**src/rtl/edpd_pkg.sv**
```systemverilog
package edpd_pkg;
    typedef enum logic [1:0] {
        PS_ACTIVE = 2'd0,
        PS_DOWN   = 2'd1,
        PS_SETTLE = 2'd2
    } pwr_state_e;
endpackage

```
**src/rtl/edpd_sync_filter.sv**
```systemverilog
module edpd_sync_filter #(
    parameter int DEB_CYC = 16
) (
    input  logic clk,
    input  logic rst_n,
    input  logic raw_i,
    output logic filt_o
);
    localparam int CW = $clog2(DEB_CYC + 1);

    typedef struct packed {
        logic          s1;
        logic          s2;
        logic          filt;
        logic [CW-1:0] cnt;
    } flt_t;

    flt_t d, q;

    always_comb begin
        d    = q;
        d.s1 = raw_i;
        d.s2 = q.s1;
        if (q.s2 != q.filt) begin
            if (q.cnt == CW'(DEB_CYC - 1)) begin
                d.filt = q.s2;
                d.cnt  = '0;
            end else begin
                d.cnt = q.cnt + CW'(1);
            end
        end else begin
            d.cnt = '0;
        end
    end

    always_ff @(posedge clk or negedge rst_n) begin
        if (!rst_n) q <= '0;
        else        q <= d;
    end

    assign filt_o = q.filt;


    filt_follows_sync_chk: assert property (@(posedge clk) disable iff (!rst_n)
        !$stable(filt_o) |-> (filt_o == $past(q.s2)));
endmodule

```
**src/rtl/edpd_pwr_fsm.sv**
```systemverilog
module edpd_pwr_fsm
    import edpd_pkg::*;
#(
    parameter int SETTLE_CYC = 64,
    parameter int STATE_W    = 8
) (
    input  logic               clk,
    input  logic               rst_n,
    input  logic               mode_en_i,
    input  logic               energy_i,
    input  logic [STATE_W-1:0] op_state_i,
    output logic               pwr_down_o,
    output logic               ready_o,
    output logic               restore_o,
    output logic               wake_evt_o,
    output logic [STATE_W-1:0] saved_o
);
    localparam int CW = $clog2(SETTLE_CYC + 1);

    typedef struct packed {
        pwr_state_e         st;
        logic [CW-1:0]      cnt;
        logic [STATE_W-1:0] saved;
        logic               restore;
    } fsm_t;

    fsm_t d, q;
    logic wake_evt;

    always_comb begin
        d         = q;
        d.restore = 1'b0;
        wake_evt  = 1'b0;
        unique case (q.st)
            PS_ACTIVE: begin
                if (mode_en_i && !energy_i) begin
                    d.st    = PS_DOWN;
                    d.saved = op_state_i;
                end
            end
            PS_DOWN: begin
                if (!mode_en_i || energy_i) begin
                    d.st      = PS_SETTLE;
                    d.cnt     = '0;
                    d.restore = 1'b1;
                    wake_evt  = energy_i;
                end
            end
            PS_SETTLE: begin
                if (mode_en_i && !energy_i) begin
                    d.st = PS_DOWN;
                end else if (q.cnt == CW'(SETTLE_CYC - 1)) begin
                    d.st = PS_ACTIVE;
                end else begin
                    d.cnt = q.cnt + CW'(1);
                end
            end
            default: d.st = PS_ACTIVE;
        endcase
    end

    always_ff @(posedge clk or negedge rst_n) begin
        if (!rst_n) begin
            q.st      <= PS_ACTIVE;
            q.cnt     <= '0;
            q.saved   <= '0;
            q.restore <= 1'b0;
        end else begin
            q <= d;
        end
    end

    assign pwr_down_o = (q.st == PS_DOWN);
    assign ready_o    = (q.st == PS_ACTIVE);
    assign restore_o  = q.restore;
    assign wake_evt_o = wake_evt;
    assign saved_o    = q.saved;


    down_needs_mode_chk: assert property (@(posedge clk) disable iff (!rst_n)
        pwr_down_o |-> $past(mode_en_i));


    wake_cause_chk: assert property (@(posedge clk) disable iff (!rst_n)
        $fell(pwr_down_o) |-> ($past(energy_i) || !$past(mode_en_i)));


    restore_single_chk: assert property (@(posedge clk) disable iff (!rst_n)
        restore_o |=> !restore_o);


    ready_via_settle_chk: assert property (@(posedge clk) disable iff (!rst_n)
        $rose(ready_o) |-> ($past(q.st) == PS_SETTLE));
endmodule

```
**src/rtl/edpd_irq_flag.sv**
```systemverilog
module edpd_irq_flag (
    input  logic clk,
    input  logic rst_n,
    input  logic wake_evt_i,
    input  logic clr_i,
    input  logic irq_en_i,
    output logic flag_o,
    output logic irq_o
);
    typedef struct packed {
        logic flag;
    } irq_t;

    irq_t d, q;

    always_comb begin
        d = q;
        if (wake_evt_i)  d.flag = 1'b1;
        else if (clr_i)  d.flag = 1'b0;
    end

    always_ff @(posedge clk or negedge rst_n) begin
        if (!rst_n) q <= '0;
        else        q <= d;
    end

    assign flag_o = q.flag;
    assign irq_o  = q.flag & irq_en_i;


    flag_set_chk: assert property (@(posedge clk) disable iff (!rst_n)
        wake_evt_i |=> flag_o);


    flag_rise_cause_chk: assert property (@(posedge clk) disable iff (!rst_n)
        $rose(flag_o) |-> $past(wake_evt_i));


    flag_hold_chk: assert property (@(posedge clk) disable iff (!rst_n)
        (flag_o && !clr_i) |=> flag_o);
endmodule

```
**src/rtl/edpd_ctrl.sv**
```systemverilog
module edpd_ctrl #(
    parameter int DEB_CYC    = 16,
    parameter int SETTLE_CYC = 64,
    parameter int STATE_W    = 8
) (
    input  logic               clk,
    input  logic               rst_n,
    input  logic               mode_en_i,
    input  logic               energy_i,
    input  logic               irq_en_i,
    input  logic               flag_clr_i,
    input  logic [STATE_W-1:0] op_state_i,
    input  logic               tx_req_i,
    input  logic               rx_vld_i,
    output logic               pwr_down_o,
    output logic               ready_o,
    output logic               tx_en_o,
    output logic               rx_vld_o,
    output logic [STATE_W-1:0] op_state_o,
    output logic               restore_o,
    output logic               irq_flag_o,
    output logic               irq_o
);
    logic               energy_filt;
    logic               wake_evt;
    logic [STATE_W-1:0] saved_state;

    edpd_sync_filter #(.DEB_CYC(DEB_CYC)) u_filter (
        .clk    (clk),
        .rst_n  (rst_n),
        .raw_i  (energy_i),
        .filt_o (energy_filt)
    );

    edpd_pwr_fsm #(.SETTLE_CYC(SETTLE_CYC), .STATE_W(STATE_W)) u_fsm (
        .clk        (clk),
        .rst_n      (rst_n),
        .mode_en_i  (mode_en_i),
        .energy_i   (energy_filt),
        .op_state_i (op_state_i),
        .pwr_down_o (pwr_down_o),
        .ready_o    (ready_o),
        .restore_o  (restore_o),
        .wake_evt_o (wake_evt),
        .saved_o    (saved_state)
    );

    edpd_irq_flag u_irq (
        .clk        (clk),
        .rst_n      (rst_n),
        .wake_evt_i (wake_evt),
        .clr_i      (flag_clr_i),
        .irq_en_i   (irq_en_i),
        .flag_o     (irq_flag_o),
        .irq_o      (irq_o)
    );

    assign tx_en_o    = tx_req_i & ready_o;
    assign rx_vld_o   = rx_vld_i & ready_o;
    assign op_state_o = ready_o ? op_state_i : saved_state;


    rx_gated_chk: assert property (@(posedge clk) disable iff (!rst_n)
        pwr_down_o |-> (!rx_vld_o && !tx_en_o));
endmodule

```
**config.mk**
```make
export PLATFORM = sky130hd
export DESIGN_NAME = edpd_ctrl
export DESIGN_NICKNAME = d
export VERILOG_FILES = /design/src/rtl/edpd_pkg.sv /design/src/rtl/edpd_sync_filter.sv /design/src/rtl/edpd_pwr_fsm.sv /design/src/rtl/edpd_irq_flag.sv /design/src/rtl/edpd_ctrl.sv
export SDC_FILE = /design/constraint.sdc
export NUM_CORES = 1
export LEC_CHECK = 0
export ABC_AREA = 0
export CAP_MARGIN = 20
export CORE_MARGIN = 2
export CORE_UTILIZATION = 51
export CTS_BUF_LIST = sky130_fd_sc_hd__clkbuf_4 sky130_fd_sc_hd__clkbuf_8
export DETAILED_ROUTE_END_ITERATION = 10
export GPL_ROUTABILITY_DRIVEN = 0
export PLACE_DENSITY = 0.81
export SLEW_MARGIN = 20
export SYNTH_ARGS = -nofsm -noshare
export SYNTH_HDL_FRONTEND = slang
export SYNTH_SLANG_ARGS = --single-unit
```
**constraint.sdc**
```tcl
create_clock -name clk -period 1.56 [get_ports clk]
set_input_delay 0.234 -clock clk [delete_from_list [all_inputs] [get_ports clk]]
set_output_delay 0.234 -clock clk [all_outputs]
set_load 0.1 [all_outputs]
```
==> summary.txt <==
Yosys
  – Post-synth ARST share: 1.000
  – Synth Area in Compound Gates: 0.09659
  – Sequential-to-total area share from yosys stat: 0.5114
  – Synth cell count leaders: 27 x dfrtp_1, 17 x mux2_2, 7 x nor2_1
  – Synth Area in Simple Gates: 0.1723
  – EDFF count, synth: 0
  – Top-count cell post-synth: dfrtp_1
  – Synth cell types: 32
  – Mapped Cells: 115
  – Commonest register cell after synthesis: dfrtp_1
  – Mapped Area: 1321 um^2
  – Post-synthesis mux area share: 0.1449
  – Ys Warns: 0
  – Yosys top cell area share: 0.5114
  – Syn Nets: 133
  – Main combinational cell family by area after synthesis: simple AND/OR/NAND/NOR gates
  – Mean post-synth cell area: 11.49 um^2
  – Synth Area in Adders: 0.01894
  – Post-synthesis xor/xnor area fraction: 0.01989
  – Post-synthesis register bit count: 27
  – Cell taking the most area after synthesis: dfrtp_1
  – Leading post-synthesis cells by cell area: dfrtp_1 51%, mux2_2 14%, and2_1 2.8%, nor2_1 2.0%, xor2_1 2.0%

Detailed routing
  – Via count: 1125
  – Residual DRC: 0
  – Via density: 5.921
  – DR WL/cell: 18.24 um
  – Final ANT Viol Nets: 0
  – Routed WL: 3465 um
  – Detailed Route Iter0 Violations: 41
  – Drt pass-1 iters: 4

Clock tree
  – CTS Hold Bufs: 0
  – Root Driver: clkbuf_4
  – Clk Latency, worst-skew pair: 0.35 ns
  – CTS clock-pin slew for the worst setup and hold paths: 0.16 ns
  – CTS Buffer Depth: 2
  – Clock buffer count from CTS: 3
  – CTS tree: yes
  – CTS Sinks: 27
  – H-Tree Depth: 1

Power and ir drop
  – Max VDD drop: 976.6 uV
  – Internal: 1261 uW
  – Sw frac: 0.4012
  – PD cells: 1046 nW/um^2
  – Switching power: 845.2 uW
  – Logic pwr share: 0.457
  – P_leak: 0.0009120 uW
  – Sequential share of power: 0.386
  – Clock power share: 0.157

Die
  – Die Ht: 54.90 um
  – Io pins: 31
  – Row count: 18
  – Die width: 54.90 um
  – Initial Util: 0.5333
  – Die area: 3014 um^2
  – Core area: 2477 um^2

Worst setup path
  – Crit path kind: reg2out
  – Most frequent CP cell: buf_12
  – Critical path launch point type: flop
  – Crit-path cells: nor2_4 > buf_12 > mux2_2 > buf_12
  – CP max-delay cell: dfrtp_1
  – WP data required: 1.33 ns
  – CP Capture Type: output pin
  – Crit path arrival time: 1.65 ns
  – Crit-path max cell delay: 0.45 ns
  – Crit path max fanout: 9

Hold path
  – Hold WC Path Type: in2async

Placed design
  – IO buf count: 30
  – Post-DP Area: 1909 um^2
  – Dpl cells: 180
  – Placed wire-length estimate: 2364 um
  – Pre-CTS WS: -0.05332 ns

Global routing
  – GRT Util Overall: 0.2629
  – GR Overflow Total: 0
  – Vias in the first global route: 1192
  – Largest net degree at the start of global routing: 28
  – Initial antenna violation count: 0
  – First-pass GRT wire length: 5395 um

STA
  – Slew headroom: 0.7744
  – Peak Freq: 532.1 MHz
  – Slew @ Worst Pin: 0.3377 ns
  – Final setup margin: -0.3192 ns
  – Fin crit share: 1.205
  – Min cycle time layout: 1.879 ns
  – Setup Skew: 0.005171 ns
  – Final hold violation count: 0
  – Setup violators final: 12
  – Min Hold Slack: 0.2448 ns
  – Final Slew Violations: 0
  – RSZ-0062 raised after global routing: true

Status
  – Violated checks: setup timing
  – Status: finished, violations left

Cells and area
  – Area grow syn2layout: 52.46%
  – Final instance area: 2014 um^2
  – Cell Count, Final, Fillers Out: 190
  – Antenna Cells: 0
  – Layout cell share with drive strength beyond 1: 0.3938
  – Final Core Density: 0.8131
  – Final net count: 179

Flow run
  – # Max-Cap Violations: 0
worst max-delay path: cells and delay by family, from the launching register on:
family | cells | cell delay [ns]
flops | 1 | 0.45
mux | 1 | 0.36
simple gates | 1 | 0.16
buf+inv | 2 | 0.32
placed cells by master, fill, tap and decap left out, drive strengths merged, types with 2 or more instances in the layout:
master | synthesis | routed
and2 | 6 | 6
mux2 | 17 | 17
o21ai | 2 | 2
xor2 | 3 | 3
a31oi | 2 | 2
ha | 2 | 2
o22ai | 2 | 2
a41oi | 2 | 2
clkbuf | 1 | 3
o31ai | 2 | 2
and3 | 3 | 3
nor3 | 3 | 3
inv | 3 | 3
a21oi | 4 | 4
nand3 | 5 | 5
nor2b | 3 | 3
nand2 | 6 | 6
clkdlybuf4s50 | 0 | 15
a21boi | 2 | 2
buf | 4 | 31
nor2 | 7 | 7
dfrtp | 27 | 27
through the flow:
| step | TNS [ns] | power [uW] |
|---|---|---|
| finish | -2.849 | 2107 |
| CTS | -2.887 | 2104 |
| detailed placement | -0.4017 | 1752 |
| floorplan | -0.07604 | 1402 |
| global placement | -0.09122 | 1725 |
| global route | -3.194 | 2185 |
cell type report:
class                   instances  area [um^2]
repair buffers                 46        595.6
well taps                      30        37.54
clock buffers                   3        22.52
multi-input cells              80        665.6
inverters                       3        11.26
fillers                       143        462.9
clock inverters                 1        5.005
flip-flops and latches         27        676.9
flip-flops by register name, summed over array words and instances, names as in the netlist:
name / flops
u_fsm.saved_o: 8
u_irq.flag_o: 1
u_filter.d: 1
u_fsm.q: 9
u_filter.q: 6
u_fsm.restore_o: 1
u_filter.filt_o: 1
worst paths after layout:
path                                              start                  endpoint  slack, ns  cells past startpoint
max in group asynchronous                         rst_n  u_irq.flag_o$_DFFE_PN0P_       1.05                      2
worst max register to register  u_fsm.q[17]$_DFFE_PN0P_   u_fsm.q[13]$_DFFE_PN0P_       0.03                      7
worst min-delay path                              rst_n   u_filter.q[3]$_DFF_PN0_       0.24                      2
worst min register to register  u_filter.d[6]$_DFF_PN0_   u_filter.q[6]$_DFF_PN0_       0.38                      0
worst max-delay path            u_fsm.q[17]$_DFFE_PN0P_             op_state_o[1]      -0.32                      4
min in group clk                               energy_i   u_filter.d[6]$_DFF_PN0_       0.32                      1
per-layer routing:
| metal | vias to the layer above | GRT usage | routed length (um) |
|---|---|---|---|
| met5 | - | 0 | 0 |
| met4 | 0 | 0.1301 | 104 |
| met3 | 13 | 0.05108 | 221 |
| met2 | 52 | 0.4802 | 1892 |
| met1 | 549 | 0.2887 | 1247 |
| li1 | 511 | - | - |
kinds of logic after synthesis:
kind of cell    Yosys count
xor+xnor                  3
compound gates           19
flops                    27
fa+ha+maj                 2
mux                      17
buf+inv                   8
simple gates             39
power groups by stage:
stage                     Combinational, uW  Sequential, uW  Clock, uW
after detailed placement                929             823          0
after global routing                    996             820        368
after global placement                  907             817          0
after floorplan                         579             823          0
after CTS                               962             812        331
final                                   962             813        332
timing repair:
action | CTS | global route
resized for setup | 8 | 2
buffers inserted | 8 | 2
endpoints found under the setup margin | 12 | 26
pin swaps | 2 | 1
Power figures use the tool's default switching activity.
